$ cat config.mk
export PLATFORM = sky130hd
export DESIGN_NAME = link_liveness_monitor
export DESIGN_NICKNAME = d
export VERILOG_FILES = /design/src/rtl/liveness_pkg.sv /design/src/rtl/unit_divider.sv /design/src/rtl/silence_timer.sv /design/src/rtl/link_liveness_monitor.sv
export SDC_FILE = /design/constraint.sdc
export NUM_CORES = 1
export LEC_CHECK = 0
export BUFFER_PORTS_ARGS = -buffer_cell sky130_fd_sc_hd__buf_2
export CAP_MARGIN = 20
export CELL_PAD_IN_SITES_DETAIL_PLACEMENT = 0
export CELL_PAD_IN_SITES_GLOBAL_PLACEMENT = 1
export CORE_MARGIN = 1.5
export CORE_UTILIZATION = 50
export CTS_BUF_LIST = sky130_fd_sc_hd__clkbuf_2
export DETAILED_ROUTE_END_ITERATION = 7
export PLACE_DENSITY_LB_ADDON = 0.1
export SYNTH_ARGS = -nofsm -noshare
export SYNTH_HDL_FRONTEND = slang
export SYNTH_HIERARCHICAL = 1
export SYNTH_SLANG_ARGS = --single-unit
$ cat constraint.sdc
create_clock -name clk -period 3.1 [get_ports clk]
set_clock_uncertainty 0.05 [all_clocks]
set_input_delay 0 -clock clk [delete_from_list [all_inputs] [get_ports clk]]
set_output_delay 0 -clock clk [all_outputs]
set_load 0.03 [all_outputs]
$ cat src/rtl/liveness_pkg.sv
package liveness_pkg;
  localparam int unsigned NUM_CH  = 2;
  localparam int unsigned CH_FC   = 0;
  localparam int unsigned CH_IDLE = 1;

  // Cycles that make up one counting unit of a silence window.
  function automatic int unsigned unit_cycles(input bit fast, input int unsigned clk_per_us);
    return fast ? 1 : clk_per_us;
  endfunction

  // Number of units in one silence window.
  function automatic int unsigned limit_units(input bit fast, input int unsigned clk_per_us,
                                              input int unsigned timeout_us, input int unsigned fast_div);
    int unsigned v;
    if (!fast) return timeout_us;
    v = (timeout_us * clk_per_us + fast_div - 1) / fast_div;
    return (v == 0) ? 1 : v;
  endfunction
endpackage

$ cat src/rtl/unit_divider.sv
module unit_divider #(
  parameter int unsigned DW = 8
) (
  input  logic          clk,
  input  logic          rst_n,
  input  logic          run,
  input  logic          restart,
  input  logic [DW-1:0] period,
  output logic          unit_done
);
  logic [DW-1:0] div_q;

  assign unit_done = run && !restart && (div_q == period - 1'b1);

  always_ff @(posedge clk or negedge rst_n) begin
    if (!rst_n)                 div_q <= '0;
    else if (restart || !run)   div_q <= '0;
    else if (unit_done)         div_q <= '0;
    else                        div_q <= div_q + 1'b1;
  end
endmodule

$ cat src/rtl/silence_timer.sv
module silence_timer
  import liveness_pkg::*;
#(
  parameter int unsigned CLK_PER_US = 125,
  parameter int unsigned TIMEOUT_US = 128,
  parameter int unsigned FAST_DIV   = 500
) (
  input  logic clk,
  input  logic rst_n,
  input  logic active,
  input  logic restart,
  input  logic fast,
  output logic unit_tick,
  output logic expire
);
  localparam int unsigned LIM_NORM = limit_units(1'b0, CLK_PER_US, TIMEOUT_US, FAST_DIV);
  localparam int unsigned LIM_FAST = limit_units(1'b1, CLK_PER_US, TIMEOUT_US, FAST_DIV);
  localparam int unsigned LIM_MAX  = (LIM_NORM > LIM_FAST) ? LIM_NORM : LIM_FAST;
  localparam int unsigned UW       = $clog2(LIM_MAX + 1);
  localparam int unsigned DW       = $clog2(CLK_PER_US + 1);
  localparam int unsigned PER_NORM = unit_cycles(1'b0, CLK_PER_US);
  localparam int unsigned PER_FAST = unit_cycles(1'b1, CLK_PER_US);

  logic [DW-1:0] period;
  logic [UW-1:0] limit;
  logic [UW-1:0] units_q;
  logic          fired_q;
  logic          hit;

  assign period = fast ? DW'(PER_FAST) : DW'(PER_NORM);
  assign limit  = fast ? UW'(LIM_FAST) : UW'(LIM_NORM);

  unit_divider #(.DW(DW)) i_div (
    .clk       (clk),
    .rst_n     (rst_n),
    .run       (active && !fired_q),
    .restart   (restart),
    .period    (period),
    .unit_done (unit_tick)
  );

  assign hit = unit_tick && (units_q == limit - 1'b1);

  always_ff @(posedge clk or negedge rst_n) begin
    if (!rst_n) begin
      units_q <= '0;
      fired_q <= 1'b0;
      expire  <= 1'b0;
    end else begin
      expire <= 1'b0;
      if (!active || restart) begin
        units_q <= '0;
        fired_q <= 1'b0;
      end else if (hit) begin
        units_q <= '0;
        fired_q <= 1'b1;
        expire  <= 1'b1;
      end else if (unit_tick) begin
        units_q <= units_q + 1'b1;
      end
    end
  end
endmodule

$ cat src/rtl/link_liveness_monitor.sv
module link_liveness_monitor
  import liveness_pkg::*;
#(
  parameter int unsigned CLK_PER_US = 125,
  parameter int unsigned TIMEOUT_US = 128,
  parameter int unsigned FAST_DIV   = 500
) (
  input  logic clk,
  input  logic rst_n,
  input  logic link_in_l0,
  input  logic fc_update_evt,
  input  logic skp_evt,
  input  logic fc_timeout_off,
  input  logic idle_infer_off,
  input  logic inf_credit_all,
  input  logic fast_train,
  output logic retrain_req,
  output logic idle_inferred
);
  logic              l0_q;
  logic              l0_entry;
  logic [NUM_CH-1:0] ch_event;
  logic [NUM_CH-1:0] ch_active;
  logic [NUM_CH-1:0] ch_restart;
  logic [NUM_CH-1:0] ch_tick;
  logic [NUM_CH-1:0] ch_expire;

  always_ff @(posedge clk or negedge rst_n) begin
    if (!rst_n) l0_q <= 1'b0;
    else        l0_q <= link_in_l0;
  end

  assign l0_entry = link_in_l0 && !l0_q;

  assign ch_event[CH_FC]    = fc_update_evt;
  assign ch_event[CH_IDLE]  = fc_update_evt || skp_evt;
  assign ch_active[CH_FC]   = link_in_l0 && !fc_timeout_off && !inf_credit_all;
  assign ch_active[CH_IDLE] = link_in_l0 && !idle_infer_off;
  assign ch_restart         = ch_event | {NUM_CH{l0_entry}};

  for (genvar g = 0; g < NUM_CH; g++) begin : g_ch
    silence_timer #(
      .CLK_PER_US (CLK_PER_US),
      .TIMEOUT_US (TIMEOUT_US),
      .FAST_DIV   (FAST_DIV)
    ) i_timer (
      .clk       (clk),
      .rst_n     (rst_n),
      .active    (ch_active[g]),
      .restart   (ch_restart[g]),
      .fast      (fast_train),
      .unit_tick (ch_tick[g]),
      .expire    (ch_expire[g])
    );
  end

  assign retrain_req   = ch_expire[CH_FC];
  assign idle_inferred = ch_expire[CH_IDLE];
endmodule

==> metrics.cfg, run 1 <==
[run_status]
outcome=finished, final reports clean

[logic_synthesis]
synth_top_area_share_pct=37.6
synthArstFlopShare_pct=100
syn_avg_cell_area_um2=9.58
synthDistinctLibCells=44
synth_top_flop_cell=dfrtp_1
yosys_register_bits=35
synth-edff-count=0
yosysTopAreaCell=dfrtp_1
synthesis.instances=243
synth_area_um2=2330
ys_warn_count=6
synth_area_leaders=dfrtp_1 38%, xor2_1 6.0%, xnor2_1 4.9%, a2111oi_4 3.5%, nor3_1 3.4%
yosysSeqAreaShare_pct=37.6

[routing]
drt_first_iter_violations=77
wire_per_inst_um=13.4
drt-pass1-iter-count=4
viasPerCell=5.46
wl_mm=4.43
drcViolationCount=0
via_count=1803
ant_nets=0

[power]
power_density_nw_per_um2=298
p_seq_share_pct=60.2
power_frac_comb_pct=10.8
power.internal_uw=550
sw_frac_of_total_pct=27.9
netSwitchingPower_uw=213
power_leakage_nw=1.07
vdd_drop_max_uv=193
power_frac_clock_pct=28.9

[critical_path]
cp_slowest_stage_delay_ps=570
path_buf_inv=2
critPathTopFamily=simple AND/OR/NAND/NOR gates
required_ps=3370
crit_arrival_ps=2970
crit_path_end_kind=flop
startpoint_type=primary input
crit_path_top_delay_cell=a2111oi_4
cp_max_fo=7
crit_chain=dlygate4sd3_1 > buf_2 > nor3b_1 > nor2b_1 > nand2b_1 > nor3_1 > nand4_1 > a2111oi_4 > nand3_1 > a2111oi_4 > nor2b_1
worstSetupPathType=in2reg

[layout]
diodes=0
fill_cells=417
final_layout_size_suffix_gt1_share_pct=12.9
final_nets=292
layout_common_cells=35 x dfrtp_1, 20 x conb_1, 16 x nand2_1, 16 x nor3_1, 16 x xor2_1
fin_util_pct=58.0
synthToLayoutAreaGrowth_pct=10.1
layout.cells.most_common=dfrtp_1

[floorplan]
die_area_um2=5070
start_util_pct=52.7
die_h_um=71.2
io_pins=11
placementRows=24
die_w_um=71.2
core_area_um2=4410

[global_routing]
grt_pass1_wl_mm=7.85
grt_max_degree=36
grt_overflow=0
antenna_found_initial=0
track_usage_pct=19.6
grt_pass1_vias=1746

[clock_tree]
cts_htree_levels=2
ctsResizeCount=0
clk_pin_slew_worst_paths_ps=200
cts_buffer_depth=2
cts_tree=yes
cts_buffers=5
clock-sinks=35
clk_latency_ps=390
cts_root_buf=clkbuf_2

[timing]
post-route-min-period_ps=2690
relSlewSlack_pct=47.5
setup_viol=0
tightest_slew_ps=787
hold_viol=0
timing.fmax_mhz=371
finalSetupTns_ps=0
finalMaxSlewViolations=0
rsz0062_at_grt=no
fin_crit_sh_pct=86.8

[placement]
place_congestion=0.839
dp_hpwl_mm=3.14
numPortBuffers=10

[min_path]
holdCritPathClass=in2reg

[run]
maxCapViolCount=0

-- tightest hold or removal path, cell delays in order --
cell and delay [ps]:
buf_2 70, nor2b_1 50, nand2b_1 290, a21oi_1 70
-- cell usage after synthesis, drive strengths merged, types with 6 or more instances --
cell,instances
dfrtp,35
o21ai,6
nor2b,6
inv,9
ha,6
nand4,8
xnor2,13
xor2,16
nor2,14
a211oi,6
nand2,16
nand3,14
nand2b,6
nor3,16
a21oi,7
-- flip-flops by register name (all words and copies together), names as in the netlist --
register,count
g_ch.i_timer/expire,2
g_ch.i_timer/i_div/div_q,14
g_ch.i_timer/fired_q,2
g_ch.i_timer/units_q,16
l0_q,1
-- final timing paths --
kind,start,endpoint,slack (ps),cells past startpoint
max in group asynchronous,rst_n,g_ch[1].i_timer/i_div/div_q[2]$_DFF_PN0_,2340,2
worst min-delay path,idle_infer_off,g_ch[1].i_timer/units_q[6]$_DFFE_PN0P_,50,4
worst max-delay path,link_in_l0,g_ch[0].i_timer/expire$_DFF_PN0_,410,11
min in group asynchronous,rst_n,g_ch[0].i_timer/units_q[5]$_DFFE_PN0P_,140,2
worst min register to register,g_ch[0].i_timer/fired_q$_DFFE_PN0P_,g_ch[0].i_timer/fired_q$_DFFE_PN0P_,490,1
worst max register to register,l0_q$_DFF_PN0_,g_ch[0].i_timer/expire$_DFF_PN0_,430,9
-- metrics by stage --
stage          hold WS (ps)  setup slack, ps  area (um2)  cells  power, mW
2_1_floorplan          -346              372        2390    259      0.524
3_3_place_gp           73.9              406        2480    318      0.545
3_5_place_dp           81.5              332        2480    318      0.545
4_1_cts                22.8              404        2560    330      0.774
5_1_grt                72.0              203        2560    330      0.802
6_report               49.2              408        2560    330      0.763
-- cell families after synthesis --
logic type / count (synthesis) / share of synthesized area [%]
other: 4 / 0.645
XOR/XNOR: 30 / 11.9
flip-flops: 35 / 37.6
AND/OR/NAND/NOR: 109 / 26.2
AO/OA/AOI/OAI: 40 / 15.5
buffers and inverters: 17 / 4.03
multiplexers: 2 / 0.860
adder cells (fa/ha/maj): 6 / 3.23
-- power groups by stage --
stage	combinational, mW	sequential [mW]	clock, mW
global route	0.0933	0.460	0.248
finish	0.0828	0.460	0.221
global placement	0.0769	0.468	0
CTS	0.0812	0.460	0.233
detailed placement	0.0776	0.468	0
floorplan	0.0567	0.468	0
-- area by class of cell --
cell class              count  area (um2)  share of cell area [%]
clock buffers               6        30.0                    1.17
clock inverters             2        12.5                   0.488
inverters                   9        33.8                    1.32
multi-input cells         207        1420                    55.3
flip-flops and latches     35         876                    34.2
well taps                  52        65.1                    2.54
repair buffers             19         128                    4.98
-- repair_timing --
action,in CTS,in global routing
hold buffers,4,0
setup endpoints to repair,0,0
endpoints found under the hold margin,37,0
buffers inserted,0,0
-- layer usage --
layer | wire length [um] | share of wire, % | global-route usage, %
met1 | 2190 | 49 | 26.9
met2 | 2040 | 46 | 30.3
met3 | 109 | 2.5 | 4.50
met4 | 84 | 1.9 | 7.55
met5 | 0 | 0 | 0
Note: power is estimated with default switching activity, not from simulation.
==> run 2: changes to the inputs <==
--- a/config.mk
+++ b/config.mk
@@ -13,7 +13,7 @@
 export CORE_UTILIZATION = 50
 export CTS_BUF_LIST = sky130_fd_sc_hd__clkbuf_2
 export DETAILED_ROUTE_END_ITERATION = 7
-export PLACE_DENSITY_LB_ADDON = 0.1
+export PLACE_DENSITY = 0.85
 export SYNTH_ARGS = -nofsm -noshare
 export SYNTH_HDL_FRONTEND = slang
 export SYNTH_HIERARCHICAL = 1
==> run 2 against run 1 <==
Effect of this change:
- critical path depth stayed put
- via count fell by 3.5%
- clock power shrank 5%
- flip-flop and latch count stayed put
- non-clock buffer count decreased by 3
- cell count down 0.91%
- sequential share of layout area rose by 0.41 points
- design area down 1.2%
- worst hold slack improved by 35 ps
- critical path type unchanged
==> metrics.cfg, run 2 (same netlist as run 1, synthesis figures left out) <==
[timing]
fin_crit_sh_pct=88.6  ; +1.8 points
postLayoutSetupSlackWorst_ps=353  ; -55.0 ps
finalMaxSlewViolations=0  ; unchanged
relSlewSlack_pct=47.5  ; about the same
finalSetupTns_ps=0  ; unchanged
setup_viol=0  ; unchanged
timing.fmax_mhz=364  ; -2.0%
hold_viol=0  ; unchanged
post-route-min-period_ps=2750  ; +55.0 ps
tightest_slew_ps=787  ; +0.444 ps
rsz0062_at_grt=no

[clock_tree]
clock-sinks=35  ; unchanged
cts_buffer_depth=2  ; unchanged
cts_htree_levels=2  ; unchanged
cts_root_buf=clkbuf_2
clk_latency_ps=360  ; -30 ps
cts_buffers=5  ; unchanged
cts_tree=yes
clk_pin_slew_worst_paths_ps=190  ; about the same

[power]
vdd_drop_max_uv=233  ; +21%
power_density_nw_per_um2=296  ; -0.55%
power_leakage_nw=1.06  ; -1.0%

[routing]
wl_mm=4.11  ; -7.2%
drt_first_iter_violations=131  ; +70%
wire_per_inst_um=12.6  ; -6.3%
ant_nets=0  ; unchanged
drcViolationCount=0  ; unchanged
via_count=1740  ; -3.5%
drt-pass1-iter-count=4  ; unchanged
viasPerCell=5.32  ; -2.6%

[critical_path]
critPathTopFamily=simple AND/OR/NAND/NOR gates
startpoint_type=primary input
crit_arrival_ps=2990  ; +20 ps
crit_path_end_kind=flop
path_buf_inv=2  ; unchanged
worstSetupPathType=in2reg
cp_max_fo=8  ; +1
reg2reg_to=g_ch[0].i_timer/units_q[7]$_DFFE_PN0P_
required_ps=3340  ; -30 ps
cp_common_cell=nor3b_1
r2r_slack_ps=440  ; about the same
cp_slowest_stage_delay_ps=530  ; -40 ps
crit_path_top_delay_cell=or4_1
path_depth=11  ; unchanged
r2r_cells=9  ; unchanged
crit_chain=dlygate4sd3_1 > buf_2 > nor3b_1 > nor2b_1 > nand2b_1 > nor3_1 > nand4_1 > a2111oi_4 > nor3b_1 > or4_1 > a211oi_1
r2r-start=l0_q$_DFF_PN0_

[global_routing]
grt_pass1_vias=1669  ; -4.4%
grt_pass1_wl_mm=7.51  ; -4.2%
track_usage_pct=18.5  ; -1.1 points
grt_overflow=0  ; unchanged
grt_max_degree=36  ; unchanged
antenna_found_initial=0  ; unchanged

[placement]
place_inst=317  ; -0.31%
place_congestion=0.796  ; -5.1%
dp_hpwl_mm=2.98  ; -5.3%
pre_cts_ws_ps=354  ; +22.3 ps
numPortBuffers=10  ; unchanged

[layout]
largestRegisters=g_ch.i_timer/units_q (16), g_ch.i_timer/i_div/div_q (14)
layout_common_cells=35 x dfrtp_1, 20 x conb_1, 16 x nand2_1, 16 x nor3_1, 16 x xor2_1
final_cells=327  ; -0.91%
regMostFlops=g_ch.i_timer/units_q
diodes=0  ; unchanged
largest_reg_flops=16  ; unchanged
final_nets=289  ; -1.0%
final_layout_size_suffix_gt1_share_pct=12.7  ; -0.22 points
synthToLayoutAreaGrowth_pct=8.82
layout.cells.most_common=dfrtp_1

[min_path]
hold_end=g_ch[1].i_timer/units_q[6]$_DFFE_PN0P_
hold_start=idle_infer_off
holdCritPathClass=in2reg
min_path_cells=4  ; unchanged

[floorplan]
die_h_um=71.2  ; unchanged
io_pins=11  ; unchanged
core_area_um2=4410  ; unchanged
die_w_um=71.2  ; unchanged
start_util_pct=52.7  ; unchanged
die_area_um2=5070  ; unchanged
placementRows=24  ; unchanged

[run_status]
outcome=finished, final reports clean

[run]
maxCapViolCount=0  ; unchanged

## run 2: worst max-delay path by stage
stage,startpoint,endpoint,slack (ps)
floorplan,l0_q$_DFF_PN0_,g_ch[0].i_timer/units_q[7]$_DFFE_PN0P_,370
global placement,l0_q$_DFF_PN0_,g_ch[0].i_timer/fired_q$_DFFE_PN0P_,340
detailed placement,l0_q$_DFF_PN0_,g_ch[0].i_timer/expire$_DFF_PN0_,350
CTS,link_in_l0,g_ch[0].i_timer/expire$_DFF_PN0_,280
global route,link_in_l0,g_ch[0].i_timer/units_q[7]$_DFFE_PN0P_,30
finish,link_in_l0,g_ch[0].i_timer/units_q[7]$_DFFE_PN0P_,350
## run 2: timing repair
action	4_1_cts	5_1_grt
buffers inserted	0	0
hold buffers	2	0
setup endpoints to repair	0	4
resized for setup	0	0
endpoints found under the hold margin	36	0
## run 2: final cells by class
type,count,area [um2]
Clock buffer,7,35.0
Fill cell,405,1880
Multi-Input combinational cell,207,1420
Timing Repair Buffer,16,100
Sequential cell,35,876
Inverter,9,33.8
Tap cell,52,65.1
Clock inverter,1,5.00
## run 2: metrics by stage
stage	instance area [um2]	hold WS [ps]	power, mW	utilization, %
final	2530	84.4	0.750	57.4
after global routing	2530	97.8	0.800	57.4
after CTS	2530	49.1	0.764	57.4
after detailed placement	2470	77.5	0.544	56.0
after global placement	2470	77.2	0.544	56.0
after floorplan	2390	-346	0.524	-
## run 2: per-layer routing
| metal | track usage, % | part of all wire [%] |
|---|---|---|
| met5 | 0 | 0 |
| met4 | 4.40 | 0.58 |
| met3 | 3.38 | 2.8 |
| met2 | 27.5 | 45 |
| met1 | 28.0 | 52 |
## run 2: worst reg2reg max path, delay by kind of cell, from the launching register on
kind | cells | cell delay (ps)
AOI/OAI and AO/OA | 3 | 810
buffers and inverters | 1 | 50
DFF | 1 | 360
and+or+nand+nor | 5 | 1340
## run 2: power by group
group	total [mW]	switching, mW	internal, mW
Combinational	0.0808	0.0479	0.0330
Sequential	0.459	0.00121	0.458
Clock	0.210	0.148	0.0618
